[src/rtl/rs_pkg.sv]
package rs_pkg;

  typedef enum logic [1:0] {
    OP_NONE = 2'd0,
    OP_PUSH = 2'd1,
    OP_POP  = 2'd2,
    OP_WR   = 2'd3
  } rs_op_e;

  // One operation per cycle: push beats pop beats top-entry write.
  function automatic rs_op_e pick_op(input logic push, input logic pop, input logic wr);
    if (push)     return OP_PUSH;
    else if (pop) return OP_POP;
    else if (wr)  return OP_WR;
    else          return OP_NONE;
  endfunction

endpackage

[src/rtl/rs_store.sv]
module rs_store #(
  parameter int W     = 21,
  parameter int DEPTH = 31,
  parameter int AW    = 5
) (
  input  logic          clk,
  input  logic          we,
  input  logic [AW-1:0] waddr,
  input  logic [W-1:0]  wdata,
  input  logic [AW-1:0] raddr,
  output logic [W-1:0]  rdata
);

  logic [W-1:0] mem [DEPTH];
  logic [W-1:0] rd_q;
  logic [W-1:0] fwd_d;
  logic         fwd_q;

  // Simple dual-port array with a registered read, block-RAM shaped.
  always_ff @(posedge clk) begin
    if (we) mem[waddr] <= wdata;
    rd_q <= mem[raddr];
  end

  // Bypass for a read of the slot written in the same cycle.
  always_ff @(posedge clk) begin
    fwd_q <= we && (waddr == raddr);
    fwd_d <= wdata;
  end

  assign rdata = fwd_q ? fwd_d : rd_q;

endmodule

[src/rtl/rs_ctrl.sv]
module rs_ctrl #(
  parameter int ADDR_W = 21,
  parameter int DEPTH  = 31,
  parameter int PTR_W  = 5
) (
  input  logic              clk,
  input  logic              rst,
  input  logic              cfg_trap,
  input  logic              push_req,
  input  logic [ADDR_W-1:0] push_addr,
  input  logic              pop_req,
  input  logic              sw_pop,
  input  logic              tos_wr,
  input  logic [ADDR_W-1:0] tos_wdata,
  input  logic              clr_ovf,
  input  logic              clr_unf,
  output logic [PTR_W-1:0]  sp_q,
  output logic [PTR_W-1:0]  sp_next,
  output logic              we,
  output logic [PTR_W-1:0]  waddr,
  output logic [ADDR_W-1:0] wdata,
  output logic              ovf_q,
  output logic              unf_q,
  output logic              trap_q
);
  import rs_pkg::*;

  localparam logic [PTR_W-1:0] FULL = PTR_W'(DEPTH);
  localparam logic [PTR_W-1:0] LAST = PTR_W'(DEPTH - 1);

  rs_op_e op;
  logic   ovf_set, unf_set, trap_set;

  always_comb op = pick_op(push_req, pop_req | sw_pop, tos_wr);

  always_comb begin
    sp_next  = sp_q;
    we       = 1'b0;
    waddr    = sp_q;
    wdata    = push_addr;
    ovf_set  = 1'b0;
    unf_set  = 1'b0;
    trap_set = 1'b0;
    case (op)
      OP_PUSH: begin
        if (sp_q != FULL) begin
          we      = 1'b1;
          waddr   = sp_q;
          sp_next = sp_q + 1'b1;
          if (sp_q == LAST) begin
            ovf_set  = 1'b1;
            trap_set = cfg_trap;
          end
        end else begin
          ovf_set  = 1'b1;
          trap_set = cfg_trap;
          if (!cfg_trap) begin
            we    = 1'b1;
            waddr = LAST;
          end
        end
      end
      OP_POP: begin
        if (sp_q != '0) begin
          sp_next = sp_q - 1'b1;
        end else begin
          unf_set  = 1'b1;
          trap_set = cfg_trap;
        end
      end
      OP_WR: begin
        if (sp_q != '0) begin
          we    = 1'b1;
          waddr = sp_q - 1'b1;
          wdata = tos_wdata;
        end
      end
      default: ;
    endcase
  end

  always_ff @(posedge clk) begin
    if (rst) begin
      sp_q   <= '0;
      ovf_q  <= 1'b0;
      unf_q  <= 1'b0;
      trap_q <= 1'b0;
    end else begin
      sp_q   <= sp_next;
      trap_q <= trap_set;
      if (ovf_set)      ovf_q <= 1'b1;
      else if (clr_ovf) ovf_q <= 1'b0;
      if (unf_set)      unf_q <= 1'b1;
      else if (clr_unf) unf_q <= 1'b0;
    end
  end

  // a push below full advances the pointer by one
  a_r2_push_advances: assert property (@(posedge clk) disable iff (rst)
    (push_req && sp_q != FULL) |=> (sp_q == $past(sp_q) + 1'b1));

  // a pop on a non-empty stack with no push lowers the pointer
  a_r3_pop_lowers: assert property (@(posedge clk) disable iff (rst)
    (!push_req && (pop_req || sw_pop) && sp_q != '0) |=> (sp_q == $past(sp_q) - 1'b1));

  // overflow flag is sticky without a clear
  a_r4_ovf_sticky: assert property (@(posedge clk) disable iff (rst)
    (ovf_q && !clr_ovf) |=> ovf_q);

  // a push at full never moves the pointer
  a_r5_full_holds: assert property (@(posedge clk) disable iff (rst)
    (push_req && sp_q == FULL) |=> (sp_q == FULL && ovf_q));

  // traps occur only in trap mode and last one cycle unless retriggered
  a_r6_trap_mode_only: assert property (@(posedge clk) disable iff (rst)
    trap_q |-> cfg_trap);

  // pop on empty keeps the pointer at zero and flags underflow
  a_r7_empty_pop: assert property (@(posedge clk) disable iff (rst)
    (!push_req && (pop_req || sw_pop) && sp_q == '0) |=> (sp_q == '0 && unf_q));

  // a top-entry write alone never moves the pointer
  a_r8_wr_keeps_sp: assert property (@(posedge clk) disable iff (rst)
    (tos_wr && !push_req && !pop_req && !sw_pop) |=> $stable(sp_q));

  // the pointer never passes the stack depth
  always_comb begin
    if (!rst) a_r2_sp_bound: assert (sp_q <= FULL);
  end

endmodule

[src/rtl/ret_stack_top.sv]
module ret_stack_top #(
  parameter int                 ADDR_W    = 21,
  parameter int                 DEPTH     = 31,
  parameter int                 PTR_W     = $clog2(DEPTH + 1),
  parameter logic [ADDR_W-1:0]  RESET_VEC = '0
) (
  input  logic              clk,
  input  logic              rst,
  input  logic              cfg_trap_mode,
  input  logic              push_req,
  input  logic [ADDR_W-1:0] push_addr,
  input  logic              pop_req,
  input  logic              sw_pop,
  input  logic              tos_wr,
  input  logic [ADDR_W-1:0] tos_wdata,
  input  logic              clr_ovf,
  input  logic              clr_unf,
  output logic [ADDR_W-1:0] tos_data,
  output logic [PTR_W-1:0]  sp,
  output logic              ovf_flag,
  output logic              unf_flag,
  output logic              trap_req,
  output logic [ADDR_W-1:0] trap_vec
);

  logic [PTR_W-1:0]  sp_q, sp_next, waddr, raddr;
  logic              we;
  logic [ADDR_W-1:0] wdata, rdata;

  rs_ctrl #(.ADDR_W(ADDR_W), .DEPTH(DEPTH), .PTR_W(PTR_W)) u_ctrl (
    .clk(clk), .rst(rst), .cfg_trap(cfg_trap_mode),
    .push_req(push_req), .push_addr(push_addr),
    .pop_req(pop_req), .sw_pop(sw_pop),
    .tos_wr(tos_wr), .tos_wdata(tos_wdata),
    .clr_ovf(clr_ovf), .clr_unf(clr_unf),
    .sp_q(sp_q), .sp_next(sp_next),
    .we(we), .waddr(waddr), .wdata(wdata),
    .ovf_q(ovf_flag), .unf_q(unf_flag), .trap_q(trap_req)
  );

  // Read the slot that will be on top after this edge.
  assign raddr = (sp_next == '0) ? '0 : sp_next - 1'b1;

  rs_store #(.W(ADDR_W), .DEPTH(DEPTH), .AW(PTR_W)) u_store (
    .clk(clk), .we(we), .waddr(waddr), .wdata(wdata),
    .raddr(raddr), .rdata(rdata)
  );

  assign sp       = sp_q;
  assign tos_data = (sp_q == '0) ? '0 : rdata;
  assign trap_vec = RESET_VEC;

endmodule

[config.mk]
export PLATFORM = sky130hd
export DESIGN_NAME = ret_stack_top
export DESIGN_NICKNAME = d
export VERILOG_FILES = /design/src/rtl/rs_pkg.sv /design/src/rtl/rs_store.sv /design/src/rtl/rs_ctrl.sv /design/src/rtl/ret_stack_top.sv
export SDC_FILE = /design/constraint.sdc
export NUM_CORES = 1
export LEC_CHECK = 0
export BUFFER_PORTS_ARGS = -buffer_cell sky130_fd_sc_hd__buf_2
export CORE_AREA = 2 2 230 232
export CTS_CLUSTER_DIAMETER = 30
export DETAILED_ROUTE_END_ITERATION = 8
export DIE_AREA = 0 0 232 234
export PLACE_DENSITY = 0.77
export RECOVER_POWER = 25
export SLEW_MARGIN = 20
export SYNTH_ARGS = -nofsm -noshare
export SYNTH_HDL_FRONTEND = slang
export SYNTH_SLANG_ARGS = --single-unit
[constraint.sdc]
create_clock -name clk -period 6.74 [get_ports clk]
set_input_delay 0 -clock clk [delete_from_list [all_inputs] [get_ports clk]]
set_output_delay 0 -clock clk [all_outputs]
set_load 0.01 [all_outputs]
==> results.ini <==
[place]
portBuffers=79
gp_congestion=0.8751
dp_hpwl_um=42640
place_inst=2623

[yosys]
synth_edf_count=651
ys_types=68
avgSynthCellArea_sq_um=14.65
synth_seq_cells=702
ys.warnings.count=0
yosysTopAreaCellShare=0.6901
synthesis.area_sq_um=28330
yosysTopAreaCell=edfxtp_1
synth_seq_area_share=0.7262
ys_async_sr_fraction=0
syn_inst=1933
synthFlopType=edfxtp_1
synthTopCellsByArea=edfxtp_1 69%, dfxtp_1 3.6%, nand2_1 3.0%

[timing]
fmax_mhz=187.9
min_period_ns=5.322
rsz0062_at_grt=no
maxSlewViolCount=0
holdWs_ns=0.1628
fin_skew_ns=0.02668
fin_crit_sh=0.7896
setup_tns_ns=0
maxSlewHeadroom=0.09138
setup_viol=0
finalHoldViolations=0
worst_pin_slew_ns=1.363

[cts]
clkSinkCount=702
clock_latency_ns=0.66
clock_path_buffers=3
postCtsSetupBuffers=0
cts_root_buf=clkbuf_16
cts_made_buffers=118
clk_pin_slew_worst_paths_ns=0.06
h-tree-depth=3
cts_tree=yes

[drt]
drc=0
drt_iter0_markers=2633
num_vias=18510
dr.pass1.iters=6
vias_per_cell=6.489
wirelength_um=75380
wl_per_cell_um=26.42
final_antenna_net_count=0

[critical_path]
crit_path_end_kind=flip-flop
required_ns=7.28
cp-start-kind=flip-flop
critPathMaxFanout=24
max_stage_delay_ns=0.88
worst_ep_arrival_time_ns=5.86
crit_slowest_cell=xnor2_1
crit_path_cell_trace=inv_1 -> ha_1 -> or4b_1 -> a221oi_1 -> nor2_4 -> clkinv_2 -> ha_2 -> inv_1 -> xnor2_1 -> nor2_4 -> buf_16 -> a2111oi_0 -> a211oi_1 -> or4_1
crit_type=reg2reg

[grt]
grt_pass1_vias=18430
antenna_found_initial=0
grt_util_all_layers=0.2771
grt_overflow=0
grt_pass1_wl_um=112300
grt_max_degree=156

[layout]
drive_above_1_share=0.1935
syn_to_final_growth_pct=19.33
fin_nets=2121
antenna_cells=0
final_cells=2853
fin_util=0.6497

[pwr]
clkPwrFrac=0.474
swShare=0.2703
leakagePower_nw=11.26
power.density_nw_per_um2=383.1
p_switching_mw=3.500
pwr-share-seq=0.383
pwr-share-comb=0.144
total_power_mw=12.95
peakVddDrop_uv=248.4
internal_power_mw=9.450

[flow_run]
max_cap_violations=0

[die]
num_io_pins=101
coreArea_sq_um=52020
core.rowCount=84
dieHeight_um=234
start_util=0.5445
fp.dieArea_sq_um=54290
die_x_um=232

[worst_hold_path]
worstHoldPathType=in2reg

[status]
status=finished, final reports clean

area by class of cell:
type / instances / area [sq um]
clock buffer: 127 / 3028
clock inverter: 96 / 1105
fill: 3517 / 18220
inverter: 9 / 35.03
multi-input combinational: 1092 / 7302
sequential: 702 / 20570
tap: 688 / 860.8
timing repair buffer: 139 / 902.1
state kept, by name, summed over array words and instances (netlist names):
signal         cells
u_store.mem      651
u_store.fwd_d     21
u_store.rd_q      21
u_ctrl.sp_q        5
u_ctrl.ovf_q       1
u_ctrl.trap_q      1
u_ctrl.unf_q       1
u_store.fwd_q      1
timing repair:
item,4_1_cts,5_1_grt
gates resized for setup,0,0
hold buffers,7,0
endpoints found under the setup margin,0,0
hold endpoints to repair,9,0
kinds of logic after synthesis:
group,share of synthesized area
other,0.0001324
and+or+nand+nor,0.06807
AOI/OAI and AO/OA,0.1188
adders and majority gates,0.003534
buffers and inverters,0.02597
DFF,0.7262
xor gates and xnor gates,0.002164
muxes,0.05513
placed cells by master (no fill, tap or decap), drive strengths merged, types with 29 or more instances in the layout:
cell type	n
mux2i	72
nor2	79
o21ai	45
buf	103
nand2	229
o22ai	29
a22oi	29
clkbuf	156
a211oi	32
nand3	40
dfxtp	51
clkinv	43
edfxtp	651
a21oi	109
mux2	74
critical path, delay by kind of cell (launching register included):
| family | cells | cell delay [ns] |
|---|---|---|
| simple gates | 4 | 1.50 |
| compound gates | 3 | 1.30 |
| xor+xnor | 1 | 0.88 |
| buf+inv | 4 | 0.60 |
| fa+ha+maj | 2 | 0.48 |
| flops | 1 | 0.39 |
cell usage after synthesis, types with 32 or more instances:
library cell / count
o21ai_0: 45
edfxtp_1: 651
nand3_1: 39
mux2_2: 72
a211oi_1: 32
mux2i_1: 72
a21oi_1: 109
nand2_1: 229
nor2_1: 78
buf_2: 33
clkbuf_1: 73
dfxtp_1: 51
path summary, 6_finish.rpt:
path | startpoint | to | slack [ns] | cells past startpoint
setup / recovery | u_ctrl.sp_q[1] | u_store.rd_q[4] | 1.42 | 14
hold / removal | push_req | u_store.fwd_q | 0.16 | 5
setup reg to reg | u_ctrl.sp_q[1] | u_store.rd_q[4] | 1.42 | 14
hold reg to reg | u_store.mem[30][14] | u_store.rd_q[14] | 0.54 | 2
per-stage QoR:
step | cell area, sq um | setup WS [ns]
after floorplan | 28400 | 1.855
after global placement | 29560 | 1.439
after detailed placement | 29650 | 1.619
after CTS | 33860 | 1.629
after global routing | 33800 | 1.079
final | 33800 | 1.418
power by group through the flow:
stage          Clock (mW)  Sequential, mW  Combinational, mW
2_1_floorplan           0            4.99               1.19
3_3_place_gp            0            5.03               1.74
3_5_place_dp            0            5.03               1.80
4_1_cts              6.16            4.94               1.83
5_1_grt              6.35            4.95               1.96
6_report             6.13            4.95               1.86
metal layers:
| layer | track usage | part of all wire | vias to the layer above | routed length (um) |
|---|---|---|---|---|
| met1 | 0.3540 | 0.36 | 9131 | 27420 |
| met3 | 0.05970 | 0.10 | 232 | 7876 |
| met2 | 0.4543 | 0.49 | 1289 | 36600 |
| li1 | - | - | 7860 | - |
| met5 | 0 | 0 | - | 0 |
| met4 | 0.1328 | 0.046 | 0 | 3483 |
(Power assumes the default switching activity.)
